`config.mk`:
```
export PLATFORM = sky130hd
export DESIGN_NAME = sdp_guard
export DESIGN_NICKNAME = d
export VERILOG_FILES = /design/src/rtl/sdp_guard_pkg.sv /design/src/rtl/sdp_match.sv /design/src/rtl/sdp_seq_fsm.sv /design/src/rtl/sdp_prot_flag.sv /design/src/rtl/sdp_guard.sv
export SDC_FILE = /design/constraint.sdc
export NUM_CORES = 1
export LEC_CHECK = 0
export ABC_AREA = 1
export BUFFER_PORTS_ARGS = -buffer_cell sky130_fd_sc_hd__buf_4
export CORE_AREA = 2 2 47 49
export DETAILED_ROUTE_END_ITERATION = 8
export DIE_AREA = 0 0 49 51
export HOLD_SLACK_MARGIN = 0.1
export REMOVE_ABC_BUFFERS = 1
export SYNTH_ARGS = -nofsm -noshare
export SYNTH_HDL_FRONTEND = slang
export SYNTH_SLANG_ARGS = --single-unit
```
`constraint.sdc`:
```
create_clock -name clk -period 1.4 [get_ports clk]
set_input_delay 0.28 -clock clk [delete_from_list [all_inputs] [get_ports clk]]
set_output_delay 0.28 -clock clk [all_outputs]
set_load 0.005 [all_outputs]
```
`src/rtl/sdp_guard_pkg.sv`:
```
package sdp_guard_pkg;

    localparam int ADDR_W = 15;
    localparam int DATA_W = 8;
    localparam int N_PAT  = 5;

    typedef logic [ADDR_W-1:0] addr_t;
    typedef logic [DATA_W-1:0] data_t;

    typedef struct packed {
        addr_t addr;
        data_t data;
    } wr_t;

    localparam addr_t KEY_ADR_HI = 15'h5555;
    localparam addr_t KEY_ADR_LO = 15'h2AAA;

    // indices into the pattern hit vector
    localparam int P_KEY1 = 0;   // AA @ 5555
    localparam int P_KEY2 = 1;   // 55 @ 2AAA
    localparam int P_ARM  = 2;   // A0 @ 5555
    localparam int P_OFF  = 3;   // 80 @ 5555
    localparam int P_FIN  = 4;   // 20 @ 5555

    typedef logic [N_PAT-1:0] hit_t;

    typedef enum logic [2:0] {
        ST_IDLE,
        ST_K1,
        ST_K2,
        ST_ARMED,
        ST_R1,
        ST_R2,
        ST_R3
    } st_e;

    typedef struct packed {
        logic permit;
        logic set_prot;
        logic clr_prot;
    } act_t;

    function automatic wr_t pat_of(input int idx);
        wr_t p;
        case (idx)
            P_KEY1:  p = '{addr: KEY_ADR_HI, data: 8'hAA};
            P_KEY2:  p = '{addr: KEY_ADR_LO, data: 8'h55};
            P_ARM:   p = '{addr: KEY_ADR_HI, data: 8'hA0};
            P_OFF:   p = '{addr: KEY_ADR_HI, data: 8'h80};
            default: p = '{addr: KEY_ADR_HI, data: 8'h20};
        endcase
        return p;
    endfunction

endpackage

```
`src/rtl/sdp_match.sv`:
```
module sdp_match
    import sdp_guard_pkg::*;
(
    input  logic valid,
    input  wr_t  wr,
    output hit_t hit
);

    for (genvar g = 0; g < N_PAT; g++) begin : g_pat
        localparam wr_t PAT = pat_of(g);
        assign hit[g] = valid && (wr == PAT);
    end

endmodule

```
`src/rtl/sdp_seq_fsm.sv`:
```
module sdp_seq_fsm
    import sdp_guard_pkg::*;
(
    input  logic clk,
    input  logic rst,
    input  logic valid,
    input  hit_t hit,
    input  logic prot,
    output act_t act
);

    st_e st_q, st_d;

    always_comb begin
        st_d         = st_q;
        act.permit   = 1'b0;
        act.set_prot = 1'b0;
        act.clr_prot = 1'b0;
        if (valid) begin
            // default: mismatch or plain data, judged against the flag
            st_d       = ST_IDLE;
            act.permit = !prot;
            case (st_q)
                ST_IDLE: if (hit[P_KEY1]) begin st_d = ST_K1; act.permit = 1'b0; end
                ST_K1:   if (hit[P_KEY2]) begin st_d = ST_K2; act.permit = 1'b0; end
                ST_K2: begin
                    if (hit[P_ARM]) begin
                        st_d = ST_ARMED; act.permit = 1'b0;
                    end else if (hit[P_OFF]) begin
                        st_d = ST_R1; act.permit = 1'b0;
                    end
                end
                ST_ARMED: begin
                    act.permit   = 1'b1;
                    act.set_prot = 1'b1;
                end
                ST_R1:   if (hit[P_KEY1]) begin st_d = ST_R2; act.permit = 1'b0; end
                ST_R2:   if (hit[P_KEY2]) begin st_d = ST_R3; act.permit = 1'b0; end
                ST_R3: begin
                    if (hit[P_FIN]) begin
                        act.permit   = 1'b0;
                        act.clr_prot = 1'b1;
                    end
                end
                default: st_d = ST_IDLE;
            endcase
        end
    end

    always_ff @(posedge clk) begin
        if (rst) st_q <= ST_IDLE;
        else     st_q <= st_d;
    end

endmodule

```
`src/rtl/sdp_prot_flag.sv`:
```
module sdp_prot_flag #(
    parameter logic INIT = 1'b0
) (
    input  logic clk,
    input  logic rst,
    input  logic set_i,
    input  logic clr_i,
    output logic prot_o
);

    always_ff @(posedge clk) begin
        if (rst)        prot_o <= INIT;
        else if (set_i) prot_o <= 1'b1;
        else if (clr_i) prot_o <= 1'b0;
    end

endmodule

```
`src/rtl/sdp_guard.sv`:
```
module sdp_guard
    import sdp_guard_pkg::*;
#(
    parameter logic PROT_INIT = 1'b0
) (
    input  logic              clk,
    input  logic              rst,
    input  logic              wr_valid,
    input  logic [ADDR_W-1:0] wr_addr,
    input  logic [DATA_W-1:0] wr_data,
    output logic              wr_permit,
    output logic              prot_on
);

    wr_t  wr;
    hit_t hit;
    act_t act;

    assign wr = '{addr: wr_addr, data: wr_data};

    sdp_match u_match (
        .valid (wr_valid),
        .wr    (wr),
        .hit   (hit)
    );

    sdp_seq_fsm u_fsm (
        .clk   (clk),
        .rst   (rst),
        .valid (wr_valid),
        .hit   (hit),
        .prot  (prot_on),
        .act   (act)
    );

    sdp_prot_flag #(.INIT(PROT_INIT)) u_flag (
        .clk    (clk),
        .rst    (rst),
        .set_i  (act.set_prot),
        .clr_i  (act.clr_prot),
        .prot_o (prot_on)
    );

    assign wr_permit = act.permit;

endmodule

```
==> run metrics, run 1 <==
fin util=0.596; status=complete, but fails checks; Reg2Reg Depth=7; Layout Nets=240; Cell Area, Synth=756 µm²; Post-Place Setup Slack=-264 ps; CP max stage cell=dfxtp_2; CTS tree=done; std cell rows=17; PortBufs=27; Crit path largest cell delay=310 ps; Final Setup Violations=1; synth-to-layout area growth=62.6%; Die ar.=0.00250 mm²; cts bufs inserted=3; synth top area cells=nand2_1, nor2_1, inv_1; fin cells=240; failing checks=setup timing; register bit count reported by yosys=4; Hold-fix buffers, CTS=0; final hold violations=0; most common cell in the netlist=nand2_1; Crit Path Class=reg -> out; most used cell, CP=nand2_1; Worst Tran Pin Value=331 ps; Starting DRT DRC Count=26; CTS Sinks=4; Syn Inst Count=157; Pre-antenna DRT Iters=4; cell depth of the worst setup path=11; Critical Path AT=1340 ps; # DRC=0; period utilization=1.16; Critical path origin=u_fsm.st_q[0]$_SDFFE_PP0P_; Min-Delay Path Class=in -> reg; Die X=49 µm; CP top delay family=simple AND/OR/NAND/NOR gates; total global routing overflow=0; ant diodes=0; min-delay src=rst; core area=0.00206 mm²; worst vdd ir=0.298 mV; WP buf/inv=2; I/O pin count=28; CP Cell Sequence=inv_2 > nand2_1 > nor2_1 > nand2_1 > nor2_2 > nor2_1 > nor2_1 > nand2_1 > nand2_1 > nand2_1 > buf_4; CP Launch Type=flip-flop; distinct cell type count after synthesis=16; Seq/Total Area, Yosys=0.106; Clock Skews=1.37 ps; hpwl dp=1890 µm; initial antenna violation count=0; leakage power total=0.678 nW; worst hold slack=210 ps; Slew Limit Headroom=0.777; Async S/R FF share, synth=0; critical path capture point type=output pin; fin crit period=1620 ps; post-route setup slack=-220 ps; top cells by count, synth=nand2_1, nor2_1, inv_1; CTS Buffer Depth=2; placed insts=234; GR Util All Layers=0.193; Synthesis Warnings=0; unrepaired setup endpoints after global routing=true; clock insertion delay at the later pin of the skew report=230 ps; CP Data Required Time=1120 ps; FMAX=617 MHz; WL final=2200 µm; most frequently used flop master after synthesis=dfxtp_1; starting density of the core=0.366; clk root buf=clkbuf_4; worst reg2reg path startpoint=u_fsm.st_q[0]$_SDFFE_PP0P_; first-pass GRT wire length=3920 µm; EDFF count, synth=0; Chip Height=51 µm; Post-DRT Antenna Nets=0; Final GP Congestion=0.875; share of cells above drive strength 1=0.382; Yosys top cell by area=nand2_1; Reg clk slew, reported paths=40 ps; htree depth=1; worst hold path cell count=2; DR vias=1,054; max_cap viols=0; pin count of the biggest net entering global routing=7; worst-path maximum fanout=2; Max Slew Vio Count=0; PwrDens=365 mW/mm²; vias in the first global route=1,001; via density per instance=4.39; Synth top area share=0.238; post-DR wirelength/cell=9.15 µm; Syn Area/Cell=4.81 µm²
## metal layers
metal / part of all wire / track usage / vias to the layer above
li1: - / - / 590
met1: 0.48 / 0.229 / 443
met2: 0.49 / 0.384 / 21
met3: 0.026 / 0.00585 / 0
met4: 0 / 0.0429 / 0
met5: 0 / 0 / -
## cell families (layout without fill, tap and decap cells)
| family | after synthesis | in the layout | share of synthesized area |
|---|---|---|---|
| simple gates | 118 | 118 | 0.714 |
| buf+inv | 33 | 88 | 0.164 |
| flops | 4 | 4 | 0.106 |
| compound gates | 2 | 2 | 0.0166 |
## final cells by class
cell class / instances / area (µm²)
clock buffer: 3 / 22.5
fill: 218 / 835
inverter: 33 / 124
multi-input combinational: 120 / 564
sequential: 4 / 81.3
tap: 28 / 35.0
timing repair buffer: 52 / 402
## through the flow
step	area [µm²]	TNS (ps)	power [mW]
after global routing	1230	-421	0.480
after CTS	1230	-206	0.457
after global placement	1160	-246	0.302
after detailed placement	1160	-264	0.306
final	1230	-220	0.449
after floorplan	756	0	0.183
## layout by cell type, fill, tap and decap left out
cell type | Yosys | layout
buf_6 | 0 | 3
clkbuf_4 | 0 | 3
dfxtp_2 | 0 | 1
o211ai_1 | 1 | 1
buf_4 | 0 | 49
nor3_2 | 1 | 1
nand3_1 | 14 | 13
nor3b_1 | 1 | 1
a21oi_1 | 1 | 1
nor2_2 | 3 | 6
nand2_1 | 48 | 48
nand2_2 | 4 | 4
inv_2 | 7 | 9
nor3_1 | 3 | 3
nor4_1 | 1 | 1
nand4_1 | 6 | 6
dfxtp_1 | 4 | 3
nor2_1 | 33 | 30
nand3_2 | 0 | 1
inv_1 | 26 | 24
nor2_4 | 4 | 4
## repair_timing
action	4_1_cts	5_1_grt
endpoints found under the setup margin	1	1
pin swaps	11	6
buffers inserted	3	0
gates resized for setup	9	1
## worst paths after layout
path	to	slack, ps
worst min-delay path	u_flag.prot_o$_SDFFE_PP0P_	210
worst max-delay path	wr_permit	-220
worst min register to register	u_flag.prot_o$_SDFFE_PP0P_	470
worst max register to register	u_fsm.st_q[0]$_SDFFE_PP0P_	140
## report_power, final
group / total, mW / internal [mW] / leakage [nW] / switching, mW
Combinational: 0.196 / 0.104 / 0.631 / 0.0920
Clock: 0.138 / 0.0955 / 0.0138 / 0.0420
Sequential: 0.115 / 0.115 / 0.0327 / 0.00000000199
Total: 0.449 / 0.315 / 0.678 / 0.134
## flip-flops by register name (all words and copies together) (netlist names)
register       flops
u_fsm.st_q         3
u_flag.prot_o      1
## worst reg2reg max path, stage by stage, from the launching register on
cell      delay (ps)
dfxtp_2          310
buf_4            130
nor3_1           250
buf_4            160
nand3_1          110
o211ai_1         110
nand2_1           70
inv_1             50
(Power assumes the default switching activity.)
==> run 2, diff against run 1 <==
--- a/config.mk
+++ b/config.mk
@@ -7,10 +7,11 @@
 export LEC_CHECK = 0
 export ABC_AREA = 1
 export BUFFER_PORTS_ARGS = -buffer_cell sky130_fd_sc_hd__buf_4
-export CORE_AREA = 2 2 47 49
+export CORE_AREA = 2 2 43 45
 export DETAILED_ROUTE_END_ITERATION = 8
-export DIE_AREA = 0 0 49 51
+export DIE_AREA = 0 0 45 47
 export HOLD_SLACK_MARGIN = 0.1
+export PLACE_DENSITY = 0.75
 export REMOVE_ABC_BUFFERS = 1
 export SYNTH_ARGS = -nofsm -noshare
 export SYNTH_HDL_FRONTEND = slang
==> run 2 against run 1 <==
Flip-flop and latch count unchanged; the flow still finishes with violations (setup timing); clock power is essentially flat; worst hold slack improved by 5.7 ps; sequential share of layout area increased by 0.11 points; register-to-register slack about the same; wire length increased by 5.6%; via count is 3.6% higher; critical path type is now in -> out; utilization grew 14 points; clock skew grew 3.0 ps; critical endpoint unchanged.
==> run metrics, run 2 (same netlist as run 1, synthesis figures left out) <==
status=complete, but fails checks (unchanged); failing checks=setup timing (unchanged); most used cell, CP=nand2_1 (unchanged); synth-to-layout area growth=59.9% (was 62.6%); Die ar.=0.00212 mm² (was 0.00250 mm²); CP max stage cell=nor2_2 (was dfxtp_2); CTS tree=done (unchanged); GR Util All Layers=0.255 (was 0.193); worst hold slack=216 ps (was 210 ps); worst-path maximum fanout=3 (was 2); Reg clk slew, reported paths=40 ps (about the same); PortBufs=27 (unchanged); CP Data Required Time=1120 ps (about the same); hpwl dp=1930 µm (was 1890 µm); worst setup path end=wr_permit (unchanged); fin util=0.732 (was 0.596); Crit path largest cell delay=140 ps (was 310 ps); max_cap viols=0 (unchanged); post-DR wirelength/cell=10.2 µm (was 9.15 µm); Reg2Reg Depth=7 (unchanged); Slew Limit Headroom=0.758 (was 0.777); CP Launch Type=input pin (was flip-flop); Post-Place Setup Slack=-254 ps (was -264 ps); Min-Delay Path Class=in -> reg (unchanged); final hold violations=0 (unchanged); ant diodes=0 (unchanged); fin cells=227 (was 240); fin crit period=1660 ps (was 1620 ps); Post-DRT Antenna Nets=0 (unchanged); Die X=45 µm (was 49 µm); post-route setup slack=-259 ps (was -220 ps); largest registers=u_fsm.st_q (3), u_flag.prot_o (1) (unchanged); Worst Tran Pin Value=360 ps (was 331 ps); Largest register FFs=3 (unchanged); cell depth of the worst setup path=13 (was 11); CP top delay family=simple AND/OR/NAND/NOR gates (unchanged); Layout Nets=238 (was 240); std cell rows=15 (was 17); via density per instance=4.81 (was 4.39); initial antenna violation count=0 (unchanged); CTS Sinks=4 (unchanged); commonest cells after routing, fill and taps aside=nand2_1, buf_4, nor2_1 (was buf_4, nand2_1, nor2_1); slack of the worst reg-to-reg path=140 ps (about the same); total global routing overflow=0 (unchanged); starting density of the core=0.458 (was 0.366); Pre-antenna DRT Iters=4 (unchanged); DR vias=1,092 (was 1,054); clk root buf=clkbuf_4 (unchanged); WL final=2320 µm (was 2200 µm); CP Cell Sequence=buf_4 > nand2_1 > inv_1 > nand2_2 > nor2_4 > nand2_1 > nor2_2 > nor2_1 > nor2_1 > nand2_1 > nand2_1 > nand2_1 > buf_6 (was inv_2 > nand2_1 > nor2_1 > nand2_1 > nor2_2 > nor2_1 > nor2_1 > nand2_1 > nand2_1 > nand2_1 > buf_4); Crit Path Class=in -> out (was reg -> out); core area=0.00165 mm² (was 0.00206 mm²); Final GP Congestion=0.804 (was 0.875); Clock Skews=4.39 ps (was 1.37 ps); first-pass GRT wire length=4000 µm (was 3920 µm); Critical Path AT=1380 ps (was 1340 ps); vias in the first global route=1,053 (was 1,001); Chip Height=47 µm (was 51 µm); worst vdd ir=0.410 mV (was 0.298 mV); Starting DRT DRC Count=21 (was 26); FMAX=603 MHz (was 617 MHz); worst reg2reg path startpoint=u_fsm.st_q[1]$_SDFFE_PP0P_ (was u_fsm.st_q[0]$_SDFFE_PP0P_); # DRC=0 (unchanged); clock insertion delay at the later pin of the skew report=230 ps (about the same); placed insts=222 (was 234); period utilization=1.18 (was 1.16); Largest Register=u_fsm.st_q (unchanged); Max Slew Vio Count=0 (unchanged); pin count of the biggest net entering global routing=7 (unchanged); cts bufs inserted=3 (unchanged); I/O pin count=28 (unchanged); unrepaired setup endpoints after global routing=true (unchanged); Hold-fix buffers, CTS=0 (unchanged); CTS Buffer Depth=2 (unchanged); PwrDens=374 mW/mm² (was 365 mW/mm²); Crit Reg-Reg Endpoint=u_fsm.st_q[0]$_SDFFE_PP0P_ (unchanged); WP buf/inv=3 (was 2); Final Setup Violations=1 (unchanged); power consumption=0.452 mW (was 0.449 mW); htree depth=1 (unchanged); leakage power total=0.669 nW (was 0.678 nW); critical path capture point type=output pin (unchanged); share of cells above drive strength 1=0.386 (was 0.382); Critical path origin=wr_addr[12] (was u_fsm.st_q[0]$_SDFFE_PP0P_)
run 2: report_power, final:
group	total (mW)	switching (mW)	internal [mW]	leakage, nW
combinational	0.199	0.0935	0.105	0.622
sequential	0.115	0.00000000191	0.115	0.0327
clock	0.138	0.0426	0.0955	0.0138
run 2: area by class of cell:
type	count	area [µm²]
inverters	33	124
well taps	17	21.3
fillers	160	443
repair buffers	50	390
flip-flops and latches	4	81.3
clock buffers	3	22.5
multi-input cells	120	569
run 2: worst min path at each step:
| stage | end | slack (ps) | from | cells past startpoint |
|---|---|---|---|---|
| floorplan | u_flag.prot_o$_SDFFE_PP0P_ | 350 | rst | 1 |
| global placement | u_flag.prot_o$_SDFFE_PP0P_ | 450 | rst | 2 |
| detailed placement | u_flag.prot_o$_SDFFE_PP0P_ | 450 | rst | 2 |
| CTS | u_flag.prot_o$_SDFFE_PP0P_ | 210 | rst | 2 |
| global route | u_flag.prot_o$_SDFFE_PP0P_ | 210 | rst | 2 |
| finish | u_flag.prot_o$_SDFFE_PP0P_ | 220 | rst | 2 |
run 2: routing by layer:
| layer | GRT usage | routed length [µm] |
|---|---|---|
| met1 | 0.302 | 969 |
| met2 | 0.474 | 1210 |
| met3 | 0.0269 | 114 |
| met4 | 0.0941 | 29 |
| met5 | 0 | 0 |
run 2: through the flow:
step / setup TNS [ps] / cell area [µm²]
after floorplan: 0 / 756
after detailed placement: -254 / 1140
final: -259 / 1210
after global routing: -401 / 1210
after CTS: -209 / 1200
after global placement: -224 / 1140
run 2: timing repair:
item	4_1_cts	5_1_grt
endpoints found under the setup margin	1	1
resized for setup	12	1
setup buffers	2	0
pin swaps	12	2
==> run 3, diff against run 2 <==
--- a/config.mk
+++ b/config.mk
@@ -7,11 +7,13 @@
 export LEC_CHECK = 0
 export ABC_AREA = 1
 export BUFFER_PORTS_ARGS = -buffer_cell sky130_fd_sc_hd__buf_4
-export CORE_AREA = 2 2 43 45
+export CORE_AREA = 2 2 42 44
+export CTS_BUF_LIST = sky130_fd_sc_hd__clkbuf_2 sky130_fd_sc_hd__clkbuf_4 sky130_fd_sc_hd__clkbuf_8
 export DETAILED_ROUTE_END_ITERATION = 8
-export DIE_AREA = 0 0 45 47
+export DIE_AREA = 0 0 44 46
 export HOLD_SLACK_MARGIN = 0.1
-export PLACE_DENSITY = 0.75
+export MAX_ROUTING_LAYER = met4
+export PLACE_DENSITY = 0.79
 export REMOVE_ABC_BUFFERS = 1
 export SYNTH_ARGS = -nofsm -noshare
 export SYNTH_HDL_FRONTEND = slang
==> run 3 against run 2 <==
The run still ends with setup timing left; die area fell by 4.3%; fmax increased by 2.3%; first-iteration DRC count up 24%; largest power group unchanged; utilization rose by 1.8 points; largest cell class unchanged; critical endpoint unchanged; register-to-register slack about the same; clock skew fell by 1.5 ps; count of clock-buffer cells in the layout unchanged.
==> run metrics, run 3 (same netlist as run 1, synthesis figures left out) <==
Multi-input gate area=582 µm² (was 569 µm²); DR vias=1,074 (was 1,092); total global routing overflow=0 (unchanged); std cell rows=15 (unchanged); CTS Sinks=4 (unchanged); # DRC=0 (unchanged); Largest register FFs=3 (unchanged); core area=0.00161 mm² (was 0.00165 mm²); critical path capture point type=output pin (unchanged); Reg power frac=0.257 (was 0.254); PwrDens=369 mW/mm² (was 374 mW/mm²); share of cells above drive strength 1=0.402 (was 0.386); synth-to-layout area growth=60.1% (was 59.9%); commonest non-fill, non-tap cell in the layout=buf_4; Hold-fix buffers, CTS=0 (unchanged); CTS Buffer Depth=2 (unchanged); ant diodes=0 (unchanged); Die X=44 µm (was 45 µm); P_sw=0.134 mW (was 0.136 mW); CP Data Required Time=1120 ps (about the same); Min-Delay Path Class=in -> reg (unchanged); unrepaired setup endpoints after global routing=true (unchanged); Logic pwr share=0.440 (about the same); fin crit period=1620 ps (was 1660 ps); clock insertion delay at the later pin of the skew report=230 ps (about the same); largest registers=u_fsm.st_q (3), u_flag.prot_o (1) (unchanged); Clock Skews=2.92 ps (was 4.39 ps); failing checks=setup timing (unchanged); register area=81.3 µm² (unchanged); Final GP Congestion=0.844 (was 0.804); leakage power total=0.665 nW (was 0.669 nW); GR Util All Layers=0.244 (was 0.255); Die ar.=0.00202 mm² (was 0.00212 mm²); hpwl dp=1850 µm (was 1930 µm); CP Launch Type=flip-flop (was input pin); FILL cells=140 (was 160); part of the power in the clock network=0.303 (was 0.306); cts bufs inserted=3 (unchanged); Slew Limit Headroom=0.735 (was 0.758); Setup Total Neg Slack=-222 ps (was -259 ps); CTS tree=done (unchanged); pin count of the biggest net entering global routing=7 (unchanged); Pre-antenna DRT Iters=4 (unchanged); clk root buf=clkbuf_4 (unchanged); initial antenna violation count=0 (unchanged); first-pass GRT wire length=3660 µm (was 4000 µm); worst vdd ir=0.376 mV (was 0.410 mV); Final Setup Violations=1 (unchanged); Max Slew Vio Count=0 (unchanged); vias in the first global route=979 (was 1,053); commonest cells after routing, fill and taps aside=buf_4, nand2_1, nor2_1 (was nand2_1, buf_4, nor2_1); FMAX=617 MHz (was 603 MHz); switching portion of total power=0.301 (about the same); Layout Nets=237 (was 238); Starting DRT DRC Count=26 (was 21); Chip Height=46 µm (was 47 µm); max_cap viols=0 (unchanged); post-DR wirelength/cell=9.60 µm (was 10.2 µm); I/O pin count=28 (unchanged); Crit Path Class=reg -> out (was in -> out); period utilization=1.16 (was 1.18); final hold violations=0 (unchanged); Worst Tran Pin Value=394 ps (was 360 ps); Post-Place Setup Slack=-223 ps (was -254 ps); PortBufs=27 (unchanged); WL final=2170 µm (was 2320 µm); htree depth=1 (unchanged); worst-path maximum fanout=2 (was 3); Cell Int Power=0.312 mW (was 0.316 mW); post-route setup slack=-222 ps (was -259 ps); Largest Register=u_fsm.st_q (unchanged); status=complete, but fails checks (unchanged); starting density of the core=0.468 (was 0.458); via density per instance=4.75 (was 4.81); Reg clk slew, reported paths=40 ps (about the same); Critical Path AT=1340 ps (was 1380 ps); Post-DRT Antenna Nets=0 (unchanged)
[run 3: changes by cell type in the layout (fill, tap and decap cells not counted)]
cell	previous run	this run
buf_4	47	46
buf_6	2	3
buf_8	1	0
nand2_1	47	44
nand2_2	5	8
nand3_1	13	14
nand3_2	1	0
nor2_1	29	27
nor2_2	7	8
nor2_4	4	5
[run 3: critical path, stage by stage (launching register included)]
cell	delay (ps)
dfxtp_2	310
inv_2	60
nand2_1	40
nor2_1	80
nand2_1	70
nor2_2	120
nor2_1	50
nor2_1	110
nand2_1	70
nand2_1	50
nand2_1	50
buf_6	110
[run 3: stage by stage]
| step | area, µm² | util | std cells | total power [mW] | hold slack [ps] |
|---|---|---|---|---|---|
| after global routing | 1210 | 0.750 | 226 | 0.479 | 210 |
| after detailed placement | 1110 | 0.691 | 219 | 0.299 | 448 |
| after global placement | 1110 | 0.691 | 219 | 0.293 | 446 |
| after CTS | 1180 | 0.731 | 225 | 0.444 | 208 |
| after floorplan | 756 | - | 157 | 0.183 | 349 |
| final | 1210 | 0.750 | 226 | 0.446 | 210 |
[run 3: what timing repair did]
action,in CTS,in global routing
gates cloned,0,0
setup buffers,3,1
pin swaps,10,16
resized for setup,10,7
endpoints found under the setup margin,1,1
[run 3: per-layer routing]
layer	track usage	wire [µm]
met1	0.286	945
met2	0.462	1130
met3	0.0278	90
met4	0.0182	0
met5	-	0
[run 3: path summary, 6_finish.rpt]
check | endpoint | slack [ps] | cells after the start | from
worst max register to register | u_fsm.st_q[0]$_SDFFE_PP0P_ | 130 | 7 | u_fsm.st_q[1]$_SDFFE_PP0P_
worst max-delay path | wr_permit | -220 | 11 | u_fsm.st_q[0]$_SDFFE_PP0P_
worst min register to register | u_flag.prot_o$_SDFFE_PP0P_ | 480 | 2 | u_flag.prot_o$_SDFFE_PP0P_
worst min-delay path | u_flag.prot_o$_SDFFE_PP0P_ | 210 | 2 | rst
[run 3: layout make-up]
cell class,count,area share
multi-input cells,120,0.481
repair buffers,49,0.313
inverters,33,0.102
flip-flops and latches,4,0.0672
clock buffers,3,0.0186
well taps,17,0.0176
[run 3: power by group through the flow]
stage               clock network (mW)  registers (mW)  logic [mW]
global route                     0.146           0.114       0.218
CTS                              0.140           0.115       0.190
global placement                     0           0.116       0.177
detailed placement                   0           0.116       0.183
finish                           0.135           0.115       0.197
floorplan                            0           0.116      0.0669
